===== config.mk =====
export PLATFORM = sky130hd
export DESIGN_NAME = irq_prio_ctrl
export DESIGN_NICKNAME = d
export VERILOG_FILES = /design/src/rtl/irqc_pkg.sv /design/src/rtl/irqc_regs.sv /design/src/rtl/irqc_detect.sv /design/src/rtl/irqc_arbiter.sv /design/src/rtl/irq_prio_ctrl.sv
export SDC_FILE = /design/constraint.sdc
export NUM_CORES = 1
export LEC_CHECK = 0
export ABC_AREA = 1
export BUFFER_PORTS_ARGS = -buffer_cell sky130_fd_sc_hd__buf_4
export CAP_MARGIN = 20
export CORE_ASPECT_RATIO = 0.7
export CORE_UTILIZATION = 47
export DETAILED_ROUTE_END_ITERATION = 10
export GPL_TIMING_DRIVEN = 0
export PLACE_DENSITY = 0.72
export SYNTH_ARGS = -nofsm -noshare
export SYNTH_HDL_FRONTEND = slang
export SYNTH_SLANG_ARGS = --single-unit

===== constraint.sdc =====
create_clock -name clk -period 22.2 [get_ports clk]
set_input_delay 3.33 -clock clk [delete_from_list [all_inputs] [get_ports clk]]
set_output_delay 3.33 -clock clk [all_outputs]
set_load 0.03 [all_outputs]

===== src/rtl/irqc_pkg.sv =====
package irqc_pkg;
  localparam int unsigned WORD_ENABLE = 'h00 >> 2;
  localparam int unsigned WORD_TRIG0  = 'h04 >> 2;
  localparam int unsigned WORD_PRIO0  = 'h10 >> 2;
  localparam int unsigned WORD_THRESH = 'h40 >> 2;
  localparam int unsigned WORD_CLRCMD = 'h60 >> 2;
  localparam int unsigned WORD_RAWPND = 'h80 >> 2;
  localparam int unsigned WORD_CURST  = 'hA0 >> 2;
  localparam int unsigned CLR_GO_BIT  = 8;
  localparam int unsigned LANE_W      = 8;

  typedef enum logic [1:0] {
    TRIG_LOW  = 2'b00,
    TRIG_HIGH = 2'b01,
    TRIG_FALL = 2'b10,
    TRIG_RISE = 2'b11
  } trig_e;
endpackage


===== src/rtl/irqc_regs.sv =====
module irqc_regs
  import irqc_pkg::*;
#(
  parameter int NSRC  = 16,
  parameter int LVL_W = 3,
  parameter int AW    = 8,
  parameter int DW    = 32
) (
  input  logic                   clk,
  input  logic                   rst_n,
  input  logic                   wr_i,
  input  logic                   rd_i,
  input  logic [AW-1:0]          addr_i,
  input  logic [DW-1:0]          wdata_i,
  input  logic [NSRC-1:0]        pend_i,
  input  logic [DW-1:0]          curst_i,
  output logic [DW-1:0]          rdata_o,
  output logic                   enable_o,
  output logic [2*NSRC-1:0]      trig_o,
  output logic [LANE_W*NSRC-1:0] prio_o,
  output logic [LVL_W-1:0]       thresh_o,
  output logic [NSRC-1:0]        clr_o
);
  localparam int PER_TRIG = 8;
  localparam int PER_PRIO = 2;
  localparam int NTRIG    = NSRC / PER_TRIG;
  localparam int NPRIO    = NSRC / PER_PRIO;
  localparam int REG_USED = 16;
  localparam int IDX_W    = $clog2(NSRC);

  logic [AW-3:0] word;
  assign word = addr_i[AW-1:2];

  logic                   en_q, en_d;
  logic [2*NSRC-1:0]      trig_q, trig_d;
  logic [LANE_W*NSRC-1:0] prio_q, prio_d;
  logic [LVL_W-1:0]       th_q, th_d;

  always_comb begin
    en_d   = en_q;
    trig_d = trig_q;
    prio_d = prio_q;
    th_d   = th_q;
    if (wr_i) begin
      if (word == WORD_ENABLE) en_d = wdata_i[0];
      if (word == WORD_THRESH) th_d = wdata_i[LVL_W-1:0];
      for (int k = 0; k < NTRIG; k++)
        if (word == WORD_TRIG0 + k) trig_d[k*REG_USED +: REG_USED] = wdata_i[REG_USED-1:0];
      for (int k = 0; k < NPRIO; k++)
        if (word == WORD_PRIO0 + k) prio_d[k*REG_USED +: REG_USED] = wdata_i[REG_USED-1:0];
    end
  end

  always_ff @(posedge clk or negedge rst_n) begin
    if (!rst_n) begin
      en_q   <= 1'b0;
      trig_q <= '0;
      prio_q <= '0;
      th_q   <= '0;
    end else if (wr_i) begin
      en_q   <= en_d;
      trig_q <= trig_d;
      prio_q <= prio_d;
      th_q   <= th_d;
    end
  end

  // Clear command: one-cycle pulse aimed at a single line
  logic clr_go;
  assign clr_go = wr_i && (word == WORD_CLRCMD) && wdata_i[CLR_GO_BIT];

  generate
    for (genvar n = 0; n < NSRC; n++) begin : g_clr
      assign clr_o[n] = clr_go && (wdata_i[IDX_W-1:0] == IDX_W'(n));
    end
  endgenerate

  always_comb begin
    rdata_o = '0;
    if (rd_i) begin
      if (word == WORD_ENABLE) rdata_o[0] = en_q;
      if (word == WORD_THRESH) rdata_o[LVL_W-1:0] = th_q;
      if (word == WORD_RAWPND) rdata_o[NSRC-1:0] = pend_i;
      if (word == WORD_CURST)  rdata_o = curst_i;
      for (int k = 0; k < NTRIG; k++)
        if (word == WORD_TRIG0 + k) rdata_o[REG_USED-1:0] = trig_q[k*REG_USED +: REG_USED];
      for (int k = 0; k < NPRIO; k++)
        if (word == WORD_PRIO0 + k) rdata_o[REG_USED-1:0] = prio_q[k*REG_USED +: REG_USED];
    end
  end

  assign enable_o = en_q;
  assign trig_o   = trig_q;
  assign prio_o   = prio_q;
  assign thresh_o = th_q;

  p_clr_onehot_r9: assert property (@(posedge clk) disable iff (!rst_n)
    $onehot0(clr_o));
  p_clr_needs_go_r9: assert property (@(posedge clk) disable iff (!rst_n)
    (wr_i && !wdata_i[CLR_GO_BIT]) |-> (clr_o == '0));
endmodule


===== src/rtl/irqc_detect.sv =====
module irqc_detect #(
  parameter int NSRC = 16
) (
  input  logic              clk,
  input  logic              rst_n,
  input  logic [NSRC-1:0]   req_i,
  input  logic [2*NSRC-1:0] trig_i,
  input  logic [NSRC-1:0]   clr_i,
  output logic [NSRC-1:0]   pend_o
);
  logic [NSRC-1:0] s1_q, s2_q, s3_q;
  logic [NSRC-1:0] lat_q, lat_d;

  always_ff @(posedge clk or negedge rst_n) begin
    if (!rst_n) begin
      s1_q <= '0;
      s2_q <= '0;
      s3_q <= '0;
    end else begin
      s1_q <= req_i;
      s2_q <= s1_q;
      s3_q <= s2_q;
    end
  end

  generate
    for (genvar n = 0; n < NSRC; n++) begin : g_line
      logic is_edge, want_rise, rise, fall, hit;
      assign is_edge   = trig_i[2*n+1];
      assign want_rise = trig_i[2*n];
      assign rise      = s2_q[n] & ~s3_q[n];
      assign fall      = ~s2_q[n] & s3_q[n];
      assign hit       = is_edge & (want_rise ? rise : fall);
      // a new edge wins over a clear in the same cycle
      assign lat_d[n]  = hit | (lat_q[n] & ~clr_i[n]);
      assign pend_o[n] = is_edge ? lat_q[n] : (want_rise ? s2_q[n] : ~s2_q[n]);

      p_latch_only_edge_r4: assert property (@(posedge clk) disable iff (!rst_n)
        $rose(lat_q[n]) |-> $past(trig_i[2*n+1]));
      p_latch_holds_r4: assert property (@(posedge clk) disable iff (!rst_n)
        (lat_q[n] && !clr_i[n]) |=> lat_q[n]);
    end
  endgenerate

  always_ff @(posedge clk or negedge rst_n) begin
    if (!rst_n) lat_q <= '0;
    else        lat_q <= lat_d;
  end
endmodule


===== src/rtl/irqc_arbiter.sv =====
module irqc_arbiter
  import irqc_pkg::*;
#(
  parameter int NSRC  = 16,
  parameter int LVL_W = 3,
  parameter int IDX_W = $clog2(NSRC)
) (
  input  logic                   en_i,
  input  logic [NSRC-1:0]        pend_i,
  input  logic [LANE_W*NSRC-1:0] prio_i,
  input  logic [LVL_W-1:0]       thresh_i,
  output logic                   irq_o,
  output logic [IDX_W-1:0]       win_id_o,
  output logic [LVL_W-1:0]       win_lvl_o
);
  logic [NSRC-1:0] elig;

  generate
    for (genvar n = 0; n < NSRC; n++) begin : g_elig
      assign elig[n] = en_i & pend_i[n] & (prio_i[n*LANE_W +: LVL_W] > thresh_i);
    end
  endgenerate

  always_comb begin
    win_id_o  = '0;
    win_lvl_o = '0;
    // strict compare keeps the lowest index on a tie
    for (int n = 0; n < NSRC; n++) begin
      if (elig[n] && (prio_i[n*LANE_W +: LVL_W] > win_lvl_o)) begin
        win_id_o  = IDX_W'(n);
        win_lvl_o = prio_i[n*LANE_W +: LVL_W];
      end
    end
  end

  assign irq_o = |elig;
endmodule


===== src/rtl/irq_prio_ctrl.sv =====
module irq_prio_ctrl
  import irqc_pkg::*;
#(
  parameter int NSRC  = 16,
  parameter int LVL_W = 3,
  parameter int AW    = 8,
  parameter int DW    = 32
) (
  input  logic            clk,
  input  logic            rst_n,
  input  logic [NSRC-1:0] req_i,
  input  logic [AW-1:0]   bus_addr_i,
  input  logic            bus_wr_i,
  input  logic [DW-1:0]   bus_wdata_i,
  input  logic            bus_rd_i,
  output logic [DW-1:0]   bus_rdata_o,
  output logic            cpu_irq_o
);
  localparam int IDX_W     = $clog2(NSRC);
  localparam int ID_FIELD  = 5;
  localparam int LVL_SHIFT = 8;
  localparam int NONE_BIT  = 16;

  logic                   enable;
  logic [2*NSRC-1:0]      trig;
  logic [LANE_W*NSRC-1:0] prio;
  logic [LVL_W-1:0]       thresh;
  logic [NSRC-1:0]        clr, pend;
  logic                   irq;
  logic [IDX_W-1:0]       win_id;
  logic [LVL_W-1:0]       win_lvl;
  logic [DW-1:0]          curst;

  irqc_regs #(.NSRC(NSRC), .LVL_W(LVL_W), .AW(AW), .DW(DW)) u_regs (
    .clk(clk), .rst_n(rst_n), .wr_i(bus_wr_i), .rd_i(bus_rd_i),
    .addr_i(bus_addr_i), .wdata_i(bus_wdata_i), .pend_i(pend), .curst_i(curst),
    .rdata_o(bus_rdata_o), .enable_o(enable), .trig_o(trig), .prio_o(prio),
    .thresh_o(thresh), .clr_o(clr)
  );

  irqc_detect #(.NSRC(NSRC)) u_detect (
    .clk(clk), .rst_n(rst_n), .req_i(req_i), .trig_i(trig),
    .clr_i(clr), .pend_o(pend)
  );

  irqc_arbiter #(.NSRC(NSRC), .LVL_W(LVL_W), .IDX_W(IDX_W)) u_arb (
    .en_i(enable), .pend_i(pend), .prio_i(prio), .thresh_i(thresh),
    .irq_o(irq), .win_id_o(win_id), .win_lvl_o(win_lvl)
  );

  always_comb begin
    curst = '0;
    curst[NONE_BIT] = ~irq;
    curst[LVL_SHIFT +: LVL_W] = win_lvl;
    curst[ID_FIELD-1:0] = ID_FIELD'(win_id);
  end

  assign cpu_irq_o = irq;

  p_gate_off_r2: assert property (@(posedge clk) disable iff (!rst_n)
    !enable |-> !cpu_irq_o);
  p_winner_valid_r6: assert property (@(posedge clk) disable iff (!rst_n)
    cpu_irq_o |-> (pend[win_id] && (prio[win_id*LANE_W +: LVL_W] > thresh)));
  p_none_clean_r8: assert property (@(posedge clk) disable iff (!rst_n)
    !cpu_irq_o |-> (win_id == '0 && win_lvl == '0));
  p_top_level_r7: assert property (@(posedge clk) disable iff (!rst_n)
    cpu_irq_o |-> (win_lvl != '0));
endmodule


Word-level counts from Yosys, hierarchy flattened --
Index checks and enable logic that the tools add are counted. Widths: inputs -> output; s select.
Cells by class: order comparisons 32, eq/ne operators 29, mux-type cells 94, bitwise operators 161, reductions and logical operators 49
Operators with widths (count):
- $mux 16 | 11
- $and 1x1->1 | 96
- $gt 3x3->1 | 31
- $mux 3 | 21
- $mux 1 | 50
- $not 1->1 | 49
- $logic_and 1x1->1 | 34
- $eq 4x4->1 const B | 8
- $mux 32 | 1
- $mux 4 | 8
- $eq 6x3->1 const B | 4
- $eq 6x4->1 const B | 4
- $reduce_and 2->1 | 12
- $mux 17 | 1
- $eq 4x3->1 const B | 4
- $or 1x1->1 | 16
- $reduce_or 16->1 | 1
- $eq 6x5->1 const B | 2
- $eq 6x6->1 const B | 2
- $eq 4x2->1 const B | 2
- $eq 6x1->1 const B | 1
- $eq 6x2->1 const B | 1
- $logic_not 6->1 | 1
- $eq 4x1->1 const B | 1
- 3 further kinds | 4
Word-level totals: register bits after elaboration 228, input port bits 60, output and inout bits 33, word-level logic and storage cells 381

Logic depth before layout (Yosys ltp) --
depth in word-level cells 64, depth in mapped cells 138, depth with buffers taken out 138

By module --
Synthesis repeated with hierarchy kept, for this count alone.
Second synthesis, totals: cells, all modules 1801, area total of the unflattened synthesis 13470.4 um^2
Modules (own cells, without submodules):
- irqc_regs | times used 1, cells each 1025, area an instance 7870.0 um^2, sequential area each 4103.9 um^2
- irqc_arbiter | times used 1, cells each 486, area an instance 3070.4 um^2, sequential area each 0.0 um^2
- irqc_detect | times used 1, cells each 288, area an instance 2522.4 um^2, sequential area each 1601.5 um^2
- irq_prio_ctrl | times used 1, cells each 2, area an instance 7.5 um^2, sequential area each 0.0 um^2

Worst setup path after synthesis --
Ideal clock, no wire load.
kind reg-to-output, start register u_regs.th_q[2], in the netlist u_regs.thresh_o[2], end output port bus_rdata_o[10], data arrival time 17761 ps, required time 18870 ps, setup slack 1109 ps, stages on the path, launching flop included 124, buffers on the path 0, path through dfrtp_1 inv_1 ha_1 nand3_1 nand2_1 nor2_1 nand2_1 nor2_1 inv_1 ha_1 and3_1 a21oi_4 nand3_2 o21a_1 ha_1 nand3_1 nand2_1 clkinv_1 (+88 left out) a211oi_1 a31oi_1 nand4_1 or2_2 nand2_1 ha_1 nand2_1 o21ai_0 nand2_1 nor2_1 a21oi_1 o21ai_0 o211ai_1 o211ai_1 a221oi_1 o2111ai_1 o21ai_0 a31oi_1
Between the ends: word-level cells in the longest chain between the ends 61, elaborated cells between the ends (all ways) 91, classes of those cells 31 x order compare; 28 x mux; 16 x bitwise; 16 x reduce/logical
RTL lines:
- start, declared | RTL line irqc_regs.sv:37 | logic [LVL_W-1:0] th_q, th_d;
- start signal, assigned | RTL line irqc_regs.sv:64 | th_q <= th_d;
- $gt 3x3->1 | RTL line irqc_arbiter.sv:20 | assign elig[n] = en_i & pend_i[n] & (prio_i[n*LANE_W +: LVL_W] > thresh_i);
- $and 1x1->1 | RTL line irqc_arbiter.sv:20
- $logic_and 1x1->1 | RTL line irqc_arbiter.sv:29 | if (elig[n] && (prio_i[n*LANE_W +: LVL_W] > win_lvl_o)) begin
- $mux 3 | RTL line irqc_arbiter.sv:29
- $gt 3x3->1 | RTL line irqc_arbiter.sv:29
- $logic_and 1x1->1 | RTL line irqc_arbiter.sv:29
- $mux 3 | RTL line irqc_arbiter.sv:29
- $gt 3x3->1 | RTL line irqc_arbiter.sv:29
- (+37 left out)
- $mux 3 | RTL line irqc_arbiter.sv:29
- $gt 3x3->1 | RTL line irqc_arbiter.sv:29
- $logic_and 1x1->1 | RTL line irqc_arbiter.sv:29
- $mux 3 * | RTL line irqc_arbiter.sv:29
- $mux 17 * | RTL line irqc_regs.sv:84 | if (word == WORD_CURST) rdata_o = curst_i;
- $mux 16 * (2 in series) | RTL line irqc_regs.sv:86 | if (word == WORD_TRIG0 + k) rdata_o[REG_USED-1:0] = trig_q[k*REG_USED +: REG_USED];
- $mux 16 * (8 in series) | RTL line irqc_regs.sv:88 | if (word == WORD_PRIO0 + k) rdata_o[REG_USED-1:0] = prio_q[k*REG_USED +: REG_USED];
- $mux 32 * | RTL line irqc_regs.sv:80 | if (rd_i) begin
- end, declared | RTL line irq_prio_ctrl.sv:16 | output logic [DW-1:0] bus_rdata_o,
Every way passes the cells marked *; elsewhere a longest branch is shown, timed or not.

Final worst setup path --
start register u_regs.th_q[1], in the netlist u_regs.thresh_o[1], end output port bus_rdata_o[10]
The elaborated chain is that of the path after synthesis.

==> metrics <==
Yosys warnings=0; Setup Skew=11.2 ps; die area=28100 um^2; Critical R2R Capture=u_regs.enable_o; fin crit period=22420 ps; kind of critical path=register to output pin; DR vias/cell=5.76; reg2reg path depth=4; iteration count of the initial detailed-routing pass=5; CP max stage cell=dfrtp_1; die height=141 um; total CTS buffers=24; hold-critical path endpoint=u_detect.s2_q[9]; wl on met1=17.9 mm; worst vdd ir=0.0000734 V; Worst-Skew Late Latency=540 ps; pin count of the biggest net entering global routing=116; outcome=finished with violations; Reg-to-Reg Start=u_regs.enable_o; sequential share of the synthesized area=44.3%; crit-path max FO=6; root buf cell=clkbuf_16; Worst path top cell family by delay=simple AND/OR/NAND/NOR gates; Crit. End Element=output pin; DP HPWL=29.6 mm; Crit path top cell by count=nand2_2; Worst Tran Pin Value=1210 ps; Fmax=44.6 MHz; die width=200 um; critical path required time=18870 ps; GRT Residual Overflow=0; Max-Cap Viols=0; post-synth cell types=45; largest family of logic cells by synthesized area=simple AND/OR/NAND/NOR gates; met3 WL=3.95 mm; crit path launch type=register; reg-to-reg setup timing slack=20750 ps; IO Count=93; XOR/XNOR Fraction of Synth Area=0.612%; TritonCTS clock tree=built; Final WS setup=-216 ps; post-synthesis mux area share=0%; drt total wl=40.6 mm; clk slew on worst S/H paths=60 ps; number of synthesized flops with an enable pin=0; htree depth=1; RSZ-0062 raised after global routing=true; data arrival time of the worst path=19090 ps; Clock Sinks=228; failing checks=setup timing; Initial Utilization=48.0%; worst hold start=u_detect.s1_q[9]; Gate Count Post-Synth=1604; CORE AREA=26800 um^2; worst path buffer plus inverter count=9; initial DRC count=1361; Worst slew margin=18.2%; Clock Path Buffers=3; Post-route DRC=0; Syn Std Cell Area=12900 um^2; number of synthesized register bits=228; Total GRT Usage=28.6%; Routed WL per cell=19.0 um; min-delay worst type=register to register; Place WS=-1310 ps; WHS Path Cells=0; Final Cycle Share=101%; Final ANT Viol Nets=0; hold_buf cts=0; layout overhead on the synthesized area=20.8%; Final Util=58.0%; site row count=50; first-pass GRT wire length=61.4 mm; Antenna Diode Count=0; CP peak stage delay=390 ps; WHS=346 ps; Synth Area in Compound Gates=17.4%; Top Layer Used=met4; share of cells above drive strength 1=18.7%; Port Buffers=59; Synth Flop Type=dfrtp_1; Post-synth ARST share=100%; Final Slew Violations=0; simple-gate area share of the yosys netlist=23.9%; vias in the first global route=11.2k; P per Cell Area=87.8 nW/um^2; Fin. Hold Viols=0; routed wl met2=17.8 mm; final setup violation count=6; via count=12.3k; leakage power=7.33 nW; initial antenna violation count=0; syn_area_per_cell=8.04 um^2; GP Congestion=0.975; Adder-Cell Fraction of Synth Area=6.79%; nets@finish=1882
-- through the flow --
stage / total power (W) / area (um^2) / TNS [ps] / cells
after floorplan: 0.000752 / 12900 / 0 / 1618
after global placement: 0.000842 / 13800 / -6160 / 2041
after detailed placement: 0.000857 / 13900 / -7560 / 2042
after CTS: 0.00128 / 14900 / -3020 / 2098
after global routing: 0.00144 / 15600 / -6800 / 2133
final: 0.00137 / 15600 / -980 / 2133
-- worst max path at each step --
| stage | cells past startpoint | endpoint | startpoint |
|---|---|---|---|
| after floorplan | 123 | bus_rdata_o[10] | u_regs.thresh_o[2] |
| after global placement | 123 | bus_rdata_o[10] | u_regs.thresh_o[2] |
| after detailed placement | 125 | bus_rdata_o[3] | u_regs.thresh_o[1] |
| after CTS | 131 | bus_rdata_o[3] | u_regs.thresh_o[2] |
| after global routing | 128 | bus_rdata_o[3] | u_regs.thresh_o[1] |
| final | 126 | bus_rdata_o[10] | u_regs.thresh_o[1] |
-- cells by family after synthesis --
family | after synthesis
adders and majority gates | 70
and+or+nand+nor | 670
DFF | 228
xor gates and xnor gates | 9
other | 1
buffers and inverters | 224
AOI/OAI and AO/OA | 402
-- routing by layer --
metal	vias to the layer above	global-route usage, %
met5	-	0
met4	0	8.04
met3	90	6.09
met2	555	41.8
met1	5952	42.4
li1	5681	-
-- layout by cell type (no fill, tap or decap), drive strengths merged, types with 2 or more instances in the layout --
master    count
nand2       447
o21ai       258
dfrtp       228
inv         156
buf         125
clkbuf       80
nand3        76
a21oi        71
ha           70
nor2         66
nand4        41
or2          25
a221oi       20
o211ai       16
conb         15
clkinv       10
o21a          9
xor2          8
a31oi         7
nor3          7
a32o          6
a21boi        5
nand3b        4
o2111ai       4
a22oi         2
clkinvlp      2
bufinv        2
and3          2
-- worst reg2reg max path: cells and delay by family (launching register included) --
kind | cells | cell delay [ps]
DFF | 1 | 330
buffers and inverters | 2 | 790
AOI/OAI and AO/OA | 2 | 260
-- power by group --
part           switching, W  internal, W
clock network      0.000171     0.000238
logic              0.000259     0.000185
registers         0.0000503     0.000463
total              0.000480     0.000886
-- cell usage after synthesis, drive strengths merged, types with 4 or more instances --
cell type	n	area (um^2)
a21boi	5	37.5
or2	25	156
nand2	447	1750
o21a	9	67.6
a21oi	71	367
xor2	8	70.1
nor2	66	260
o2111ai	4	35.0
nand3	76	566
a31oi	7	43.8
nand3b	4	30.0
a32o	6	60.1
nor3	7	35.0
o211ai	16	120
inv	157	589
dfrtp	228	5710
ha	70	876
clkbuf	48	180
nand4	41	257
o21ai	258	1290
buf	17	125
a221oi	20	175
-- registers in the layout (all words and copies together), names as in the netlist --
register	flops
u_regs.trig_o	32
u_regs.thresh_o	3
u_detect.s1_q	16
u_regs.prio_o	128
u_detect.lat_q	16
u_regs.enable_o	1
u_detect.s2_q	16
u_detect.s3_q	16
-- what timing repair did --
item                       4_1_cts  5_1_grt
setup endpoints to repair        7        7
pin swaps                       13       79
resized for setup               31      101
buffers inserted                13       35
-- cell type report --
| type | instances | area (um^2) |
|---|---|---|
| repair buffers | 108 | 853 |
| clock buffers | 32 | 671 |
| flip-flops and latches | 228 | 5710 |
| multi-input cells | 1166 | 6820 |
| inverters | 159 | 607 |
| plain buffers | 65 | 305 |
| clock inverters | 11 | 141 |
| fillers | 2376 | 11300 |
| well taps | 364 | 455 |
Power figures use the tool's default switching activity.
